===== src/rtl/fp_sched_pkg.sv =====
package fp_sched_pkg;

    localparam int NSTG = 8;

    typedef logic [NSTG-1:0] stg_mask_t;

    // sub-stage bit positions
    localparam stg_mask_t MK_U = 8'b0000_0001;
    localparam stg_mask_t MK_S = 8'b0000_0010;
    localparam stg_mask_t MK_A = 8'b0000_0100;
    localparam stg_mask_t MK_R = 8'b0000_1000;
    localparam stg_mask_t MK_E = 8'b0001_0000;
    localparam stg_mask_t MK_M = 8'b0010_0000;
    localparam stg_mask_t MK_N = 8'b0100_0000;
    localparam stg_mask_t MK_D = 8'b1000_0000;

    // operation class codes
    localparam logic [2:0] CL_ADD = 3'd0;
    localparam logic [2:0] CL_MUL = 3'd1;
    localparam logic [2:0] CL_DIV = 3'd2;
    localparam logic [2:0] CL_NEG = 3'd3;
    localparam logic [2:0] CL_ABS = 3'd4;
    localparam logic [2:0] CL_CMP = 3'd5;

    // sub-stage mask used by class cls in step k after issue
    function automatic stg_mask_t step_mask(input logic [2:0] cls, input int k, input int dlen);
        stg_mask_t m;
        m = '0;
        case (cls)
            CL_ADD: begin
                case (k)
                    0: m = MK_U;
                    1: m = MK_S | MK_A;
                    2: m = MK_A | MK_R;
                    3: m = MK_R | MK_S;
                    default: m = '0;
                endcase
            end
            CL_MUL: begin
                case (k)
                    0: m = MK_U;
                    1: m = MK_E | MK_M;
                    2, 3, 4: m = MK_M;
                    5: m = MK_N;
                    6: m = MK_N | MK_A;
                    7: m = MK_R;
                    default: m = '0;
                endcase
            end
            CL_DIV: begin
                if (k == 0)                 m = MK_U;
                else if (k == 1)            m = MK_A;
                else if (k == 2)            m = MK_R;
                else if (k < 3 + dlen)      m = MK_D;
                else if (k == 3 + dlen)     m = MK_D | MK_A;
                else if (k == 4 + dlen)     m = MK_D | MK_R;
                else if (k == 5 + dlen)     m = MK_A;
                else if (k == 6 + dlen)     m = MK_R;
                else                        m = '0;
            end
            CL_NEG, CL_ABS: begin
                case (k)
                    0: m = MK_U;
                    1: m = MK_S;
                    default: m = '0;
                endcase
            end
            CL_CMP: begin
                case (k)
                    0: m = MK_U;
                    1: m = MK_A;
                    default: m = '0;
                endcase
            end
            default: m = '0;
        endcase
        return m;
    endfunction

endpackage


===== src/rtl/fp_pattern_gen.sv =====
module fp_pattern_gen
    import fp_sched_pkg::*;
#(
    parameter int DIV_D_CYCLES = 28,
    parameter int WIN          = DIV_D_CYCLES + 7
) (
    input  logic [2:0]                cls_i,
    output logic                      legal_o,
    output logic [WIN-1:0][NSTG-1:0]  rows_o
);

    assign legal_o = (cls_i <= CL_CMP);

    for (genvar k = 0; k < WIN; k++) begin : g_row
        assign rows_o[k] = step_mask(cls_i, k, DIV_D_CYCLES);
    end

endmodule


===== src/rtl/fp_overlap_chk.sv =====
module fp_overlap_chk
    import fp_sched_pkg::*;
#(
    parameter int WIN = 35
) (
    input  logic [WIN-1:0][NSTG-1:0] resv_i,
    input  logic [WIN-1:0][NSTG-1:0] cand_i,
    output logic                     clash_o
);

    logic [WIN-1:0] row_hit;

    for (genvar k = 0; k < WIN; k++) begin : g_cmp
        assign row_hit[k] = |(resv_i[k] & cand_i[k]);
    end

    assign clash_o = |row_hit;

endmodule


===== src/rtl/fp_resv_table.sv =====
module fp_resv_table
    import fp_sched_pkg::*;
#(
    parameter int WIN = 35
) (
    input  logic                     clk_i,
    input  logic                     rst_ni,
    input  logic                     book_i,
    input  logic [WIN-1:0][NSTG-1:0] book_rows_i,
    output logic [WIN-1:0][NSTG-1:0] rows_o
);

    typedef struct packed {
        logic [WIN-1:0][NSTG-1:0] rows;
    } tbl_s;

    tbl_s tbl_d, tbl_q;
    logic [WIN-1:0][NSTG-1:0] merged;

    always_comb begin
        tbl_d  = tbl_q;
        merged = tbl_q.rows | (book_i ? book_rows_i : '0);
        tbl_d.rows = merged >> NSTG;
    end

    always_ff @(posedge clk_i or negedge rst_ni) begin
        if (!rst_ni) tbl_q <= '0;
        else         tbl_q <= tbl_d;
    end

    assign rows_o = tbl_q.rows;

    // a booking must never claim a sub-stage that is already reserved
    assert_no_double_book_R6: assert property (@(posedge clk_i) disable iff (!rst_ni)
        book_i |-> ((tbl_q.rows & book_rows_i) == '0));

    // with no booking the table only moves down one row
    assert_shift_only_R8: assert property (@(posedge clk_i) disable iff (!rst_ni)
        !book_i |=> (tbl_q.rows == ($past(tbl_q.rows) >> NSTG)));

    // a booking leaves every earlier reservation in place (moved down one row)
    assert_keep_old_R7: assert property (@(posedge clk_i) disable iff (!rst_ni)
        book_i |=> ((tbl_q.rows & ($past(tbl_q.rows) >> NSTG)) == ($past(tbl_q.rows) >> NSTG)));

endmodule


===== src/rtl/fp_hazard_sched.sv =====
module fp_hazard_sched
    import fp_sched_pkg::*;
#(
    parameter int DIV_D_CYCLES = 28,
    localparam int WIN         = DIV_D_CYCLES + 7,
    localparam int RW          = WIN * NSTG
) (
    input  logic          clk_i,
    input  logic          rst_ni,
    input  logic          req_i,
    input  logic [2:0]    cls_i,
    output logic          grant_o,
    output logic          stall_o,
    output logic [RW-1:0] resv_o
);

    logic                     cls_legal;
    logic                     clash;
    logic [WIN-1:0][NSTG-1:0] cand_rows;
    logic [WIN-1:0][NSTG-1:0] tbl_rows;

    fp_pattern_gen #(
        .DIV_D_CYCLES (DIV_D_CYCLES),
        .WIN          (WIN)
    ) i_pattern (
        .cls_i   (cls_i),
        .legal_o (cls_legal),
        .rows_o  (cand_rows)
    );

    fp_overlap_chk #(
        .WIN (WIN)
    ) i_overlap (
        .resv_i  (tbl_rows),
        .cand_i  (cand_rows),
        .clash_o (clash)
    );

    fp_resv_table #(
        .WIN (WIN)
    ) i_table (
        .clk_i       (clk_i),
        .rst_ni      (rst_ni),
        .book_i      (grant_o),
        .book_rows_i (cand_rows),
        .rows_o      (tbl_rows)
    );

    always_comb begin
        grant_o = req_i && cls_legal && !clash;
        stall_o = req_i && cls_legal && clash;
    end

    assign resv_o = tbl_rows;

    // grant and stall exclude each other
    assert_one_answer_R6: assert property (@(posedge clk_i) disable iff (!rst_ni)
        !(grant_o && stall_o));

    // every pattern starts on the unpack stage, so a grant needs it free now
    assert_unpack_free_R6: assert property (@(posedge clk_i) disable iff (!rst_ni)
        grant_o |-> !tbl_rows[0][0]);

    // no answer without a request
    assert_quiet_idle_R11: assert property (@(posedge clk_i) disable iff (!rst_ni)
        !req_i |-> (!grant_o && !stall_o));

    // unknown class codes get no answer
    assert_bad_class_R10: assert property (@(posedge clk_i) disable iff (!rst_ni)
        (req_i && cls_i > 3'd5) |-> (!grant_o && !stall_o));

endmodule


===== config.mk =====
export PLATFORM = sky130hd
export DESIGN_NAME = fp_hazard_sched
export DESIGN_NICKNAME = d
export VERILOG_FILES = /design/src/rtl/fp_sched_pkg.sv /design/src/rtl/fp_pattern_gen.sv /design/src/rtl/fp_overlap_chk.sv /design/src/rtl/fp_resv_table.sv /design/src/rtl/fp_hazard_sched.sv
export SDC_FILE = /design/constraint.sdc
export NUM_CORES = 1
export LEC_CHECK = 0
export BUFFER_PORTS_ARGS = -buffer_cell sky130_fd_sc_hd__buf_2
export CORE_AREA = 2 2 189 135
export CTS_BUF_LIST = sky130_fd_sc_hd__clkbuf_4 sky130_fd_sc_hd__clkbuf_8
export DETAILED_ROUTE_END_ITERATION = 12
export DIE_AREA = 0 0 191 137
export GPL_ROUTABILITY_DRIVEN = 0
export GPL_TIMING_DRIVEN = 0
export PLACE_DENSITY = 0.85
export SYNTH_ARGS = -nofsm -noshare
export SYNTH_HDL_FRONTEND = slang
export SYNTH_HIERARCHICAL = 1
export SYNTH_SLANG_ARGS = --single-unit
export TNS_END_PERCENT = 5

===== constraint.sdc =====
create_clock -name clk_i -period 8.6 [get_ports clk_i]
set_input_delay 1.72 -clock clk_i [delete_from_list [all_inputs] [get_ports clk_i]]
set_output_delay 1.72 -clock clk_i [all_outputs]
set_load 0.01 [all_outputs]

Word level (Yosys, flattened, before mapping)
Cells that the tools add are included.

word-level totals
  flip-flop bits (word level) = 272
  output and inout bits = 282
  logic and storage cells = 98

operators by class
  magnitude comparators = 1
  eq/ne operators = 5
  muxes and demuxes = 14
  bitwise logic cells = 35
  reductions and logical operators = 9

operators with widths
  kind                                                   number
  OR 272 x 280 -> 280 bit                                1
  2-to-1 mux 276 bit                                     1
  OR reduction 272 bit                                   1
  bitwise AND 8 bit                                      30
  case mux 8 bit (2 select lines)                        4
  2-to-1 mux 8 bit                                       3
  case mux 6 bit (4 select lines)                        1
  case mux 8 bit (3 select lines)                        1
  case mux 6 bit (3 select lines)                        1
  bitwise AND 8 x 6 -> 8 bit                             2
  bitwise AND 8 x 1 -> 8 bit                             1
  bitwise AND 8 x 3 -> 8 bit                             1
  equality test 3 x 2 -> 1 bit, second input constant    2
  equality test 3 bit, second input constant             2
  OR reduction 6 bit                                     1
  2-to-1 mux 4 bit                                       1
  OR reduction 2 bit                                     2
  equality test 3 x 1 -> 1 bit, second input constant    1
  less-or-equal comparator 3 bit, second input constant  1
  logical AND 1 bit                                      3
  logical NOT 3 bit                                      1
  2-to-1 mux 3 bit                                       1
  logical NOT 1 bit                                      1
  2-to-1 mux 1 bit                                       1

Logic depth before layout (Yosys ltp)
  depth in word-level cells = 9
  depth in mapped cells = 15
  mapped depth without buffers = 10

Cells and area by module
The synthesis kept the hierarchy.

by module, submodules not included
  module           times used  cells each  area an instance (um^2)  seq. area each (um^2)
  fp_resv_table    1           583         9178.8                   6806.5
  fp_pattern_gen   1           286         2148.3                   0.0
  fp_overlap_chk   1           177         1418.9                   0.0
  fp_hazard_sched  1           2           16.3                     0.0

Worst setup path before layout
No wires, ideal clock.

  path type = input-to-output
  start point = in cls_i[2]
  end point = out grant_o
  arrival time = 4.127 ns
  setup slack = 2.753 ns
  stages on the path = 10
  cell sequence = buf_6 nor2_4 and2_1 buf_4 a22o_1 a221oi_2 nand4_1 or4_1 or3_1 and3b_1

RTL lines
  element      line                   text
  from (decl)  fp_hazard_sched.sv:11  input logic [2:0] cls_i,
  to (decl)    fp_hazard_sched.sv:12  output logic grant_o,

==> metrics.cfg <==
[layout]
largest_register_ffs=272
layout.nets=1613
num-fill-cells=1858
stdcell_area_sq_mm=0.0164
drive_above_1_share=0.414
multi_input_area_sq_mm=0.00446
regArea_sq_mm=0.00681
area_growth_pct=28.8
antenna_cells=0

[setup_path]
crit_end=grant_o
startpoint=cls_i[0]
reg2regPathDepth=8
cp_slowest_cell=a221oi_1
timing.rr.start=i_table/rows_o[223]$_DFF_PN0_
crit_arrival_ps=5350
crit_buf_inv=3
regToRegSetupSlack_ps=4660
crit_top_cell=buf_2
slowest_delay_ps=620
cp.depth=11
path_class=in -> out
cpLargestDelayFamily=simple AND/OR/NAND/NOR gates
crit_fanout=34
endpoint_kind=output pin
start_kind=input port
required_ps=6880
crit_chain=buf_2 -> nor2_4 -> and2_2 -> buf_4 -> a22o_1 -> a221oi_1 -> nand4_1 -> or4_1 -> or3_1 -> and3b_1 -> buf_2
reg2reg_to=i_table/rows_o[267]$_DFF_PN0_

[synthesis]
syn_area_per_cell_sq_um=12.2
synthTopCellsByArea=dfrtp_1, buf_4, a21o_1, a22oi_1, a22o_1
yosysMostFrequentCell=buf_4
synthArstFlopShare=1.00
synth-warning-count=6
synth_commonest_cells=buf_4, dfrtp_1, a21o_1, a22oi_1, a22o_1
netlist.area_leader.share=0.533
yosysSeqAreaShare=0.533
ys.flop_type=dfrtp_1
synth_top_area_cell=dfrtp_1
ys_ff_latch=272
synth_edf_count=0
synthesis.area_sq_mm=0.0128
synth_cells=1048
synthDistinctLibCells=26

[floorplanning]
die_w_microns=191
ioPinCount=288
initial_core_util=0.525
die_y_microns=137
fp-row-count=48
die_area_sq_mm=0.0262
fp.coreArea_sq_mm=0.0243

[drt]
drc_errors=0
postRouteAntennaNets=0
vias=10600
wl_per_cell_microns=25.4
wl_mm=49.8
drt_iter0_drc=1219
via_per_inst=5.39
firstDrtPassIters=5

[timing]
setup_tns_ps=0
fin_crit_ps=7070
setup_viol=0
slew_viol_final=0
hold_viol=0
worst_pin_slew_ps=1020
layout_worst_path_cycle_share=0.822
fmax_mhz=142
slew_headroom=0.320
rsz0062_at_grt=no
finalClockSkew_ps=34.0

[power]
swShare=0.380
p_comb_frac=0.334
internal_power_mw=2.98
irDropWorstVdd_mv=0.156
p_sw_mw=1.83
p_seq_frac=0.416
p_clk_frac=0.250
power_density_mw_per_mm2=293
leakage_nw=11.6

[hold_path]
hold_path.class=reg -> reg
holdCritStartpoint=i_table/rows_o[242]$_DFF_PN0_

[clocking]
clock_sinks=272
insertion_delay_ps=560
clock_path_buffers=3
ctsRootBufferMaster=clkbuf_8
post_cts_resized=0
postCtsHoldBufs=0
tritoncts=done
clkTransAtPathRegs_ps=70
cts_made_buffers=42
htreeDepth=2
post_cts_buffers=0

[grt]
grt_max_degree=106
grt_pass1_vias=10800
grt-ovfl-total=0
antenna_found_initial=1
grt_pass1_wl_mm=69.7
grt_use_total=0.381

[placed_design]
place_area_sq_mm=0.0155
port_buffers=277
hpwl_mm=38.3

[outcome]
status=finished clean

[job]
max-cap-violations=0

[metal layers]
metal,global-route usage,vias to the layer above,wire [microns]
li1,-,4427,-
met1,0.502,5278,19300
met2,0.567,729,21200
met3,0.159,135,7430
met4,0.134,0,1820
met5,0,-,0
[cell families after synthesis]
logic type | Yosys count | synth area share
DFF | 272 | 0.533
other | 2 | 0.000588
buffers and inverters | 311 | 0.187
and+or+nand+nor | 57 | 0.0288
AOI/OAI and AO/OA | 406 | 0.250
[how the worst min path moves through the flow]
stage                                                to  slack [ps]  depth (start not counted)
after global routing      i_table/rows_o[259]$_DFF_PN0_         490                          1
after detailed placement   i_table/rows_o[97]$_DFF_PN0_         460                          1
after floorplan           i_table/rows_o[123]$_DFF_PN0_         510                          1
after CTS                 i_table/rows_o[222]$_DFF_PN0_         480                          1
after global placement    i_table/rows_o[176]$_DFF_PN0_         460                          1
final                     i_table/rows_o[234]$_DFF_PN0_         480                          1
[cells in the final DEF (no fill, tap or decap), drive strengths merged]
master    instances
o21ai             1
nor4              5
and3              1
clkbuf           71
buf             589
clkinv            2
nand4            21
clkinvlp          1
nand3b            1
nand3             7
a21o            264
conb            238
a22o             39
a22oi            62
bufinv            1
and3b             1
or3               1
o21bai            1
a221oi           39
nor3b             3
nand2             3
dfrtp           272
and2             10
or4               1
nor2              1
nor3              2
[through the flow]
stage / utilization / hold WS, ps / worst slack [ps] / total power, mW / instances
finish: 0.676 / 477 / 1530 / 4.81 / 1962
global route: 0.676 / 488 / 1510 / 4.96 / 1962
CTS: 0.676 / 475 / 1720 / 4.66 / 1962
detailed placement: 0.638 / 463 / 1720 / 3.47 / 1888
global placement: 0.635 / 455 / 879 / 3.44 / 1886
floorplan: - / 511 / 2750 / 2.69 / 1284
[power by group through the flow]
stage | sequential (mW) | clock [mW] | combinational, mW
6_report | 2.00 | 1.20 | 1.61
5_1_grt | 2.02 | 1.26 | 1.68
4_1_cts | 1.98 | 1.20 | 1.49
3_5_place_dp | 1.99 | 0 | 1.48
3_3_place_gp | 1.98 | 0 | 1.47
2_1_floorplan | 2.03 | 0 | 0.662
[area by class of cell]
| type | count | share of cell area |
|---|---|---|
| buffer | 311 | 0.145 |
| clock buffer | 70 | 0.0537 |
| clock inverter | 4 | 0.00289 |
| multi-input combinational | 701 | 0.271 |
| sequential | 272 | 0.414 |
| tap | 325 | 0.0247 |
| timing repair buffer | 279 | 0.0883 |
Note: power is estimated with default switching activity, not from simulation.
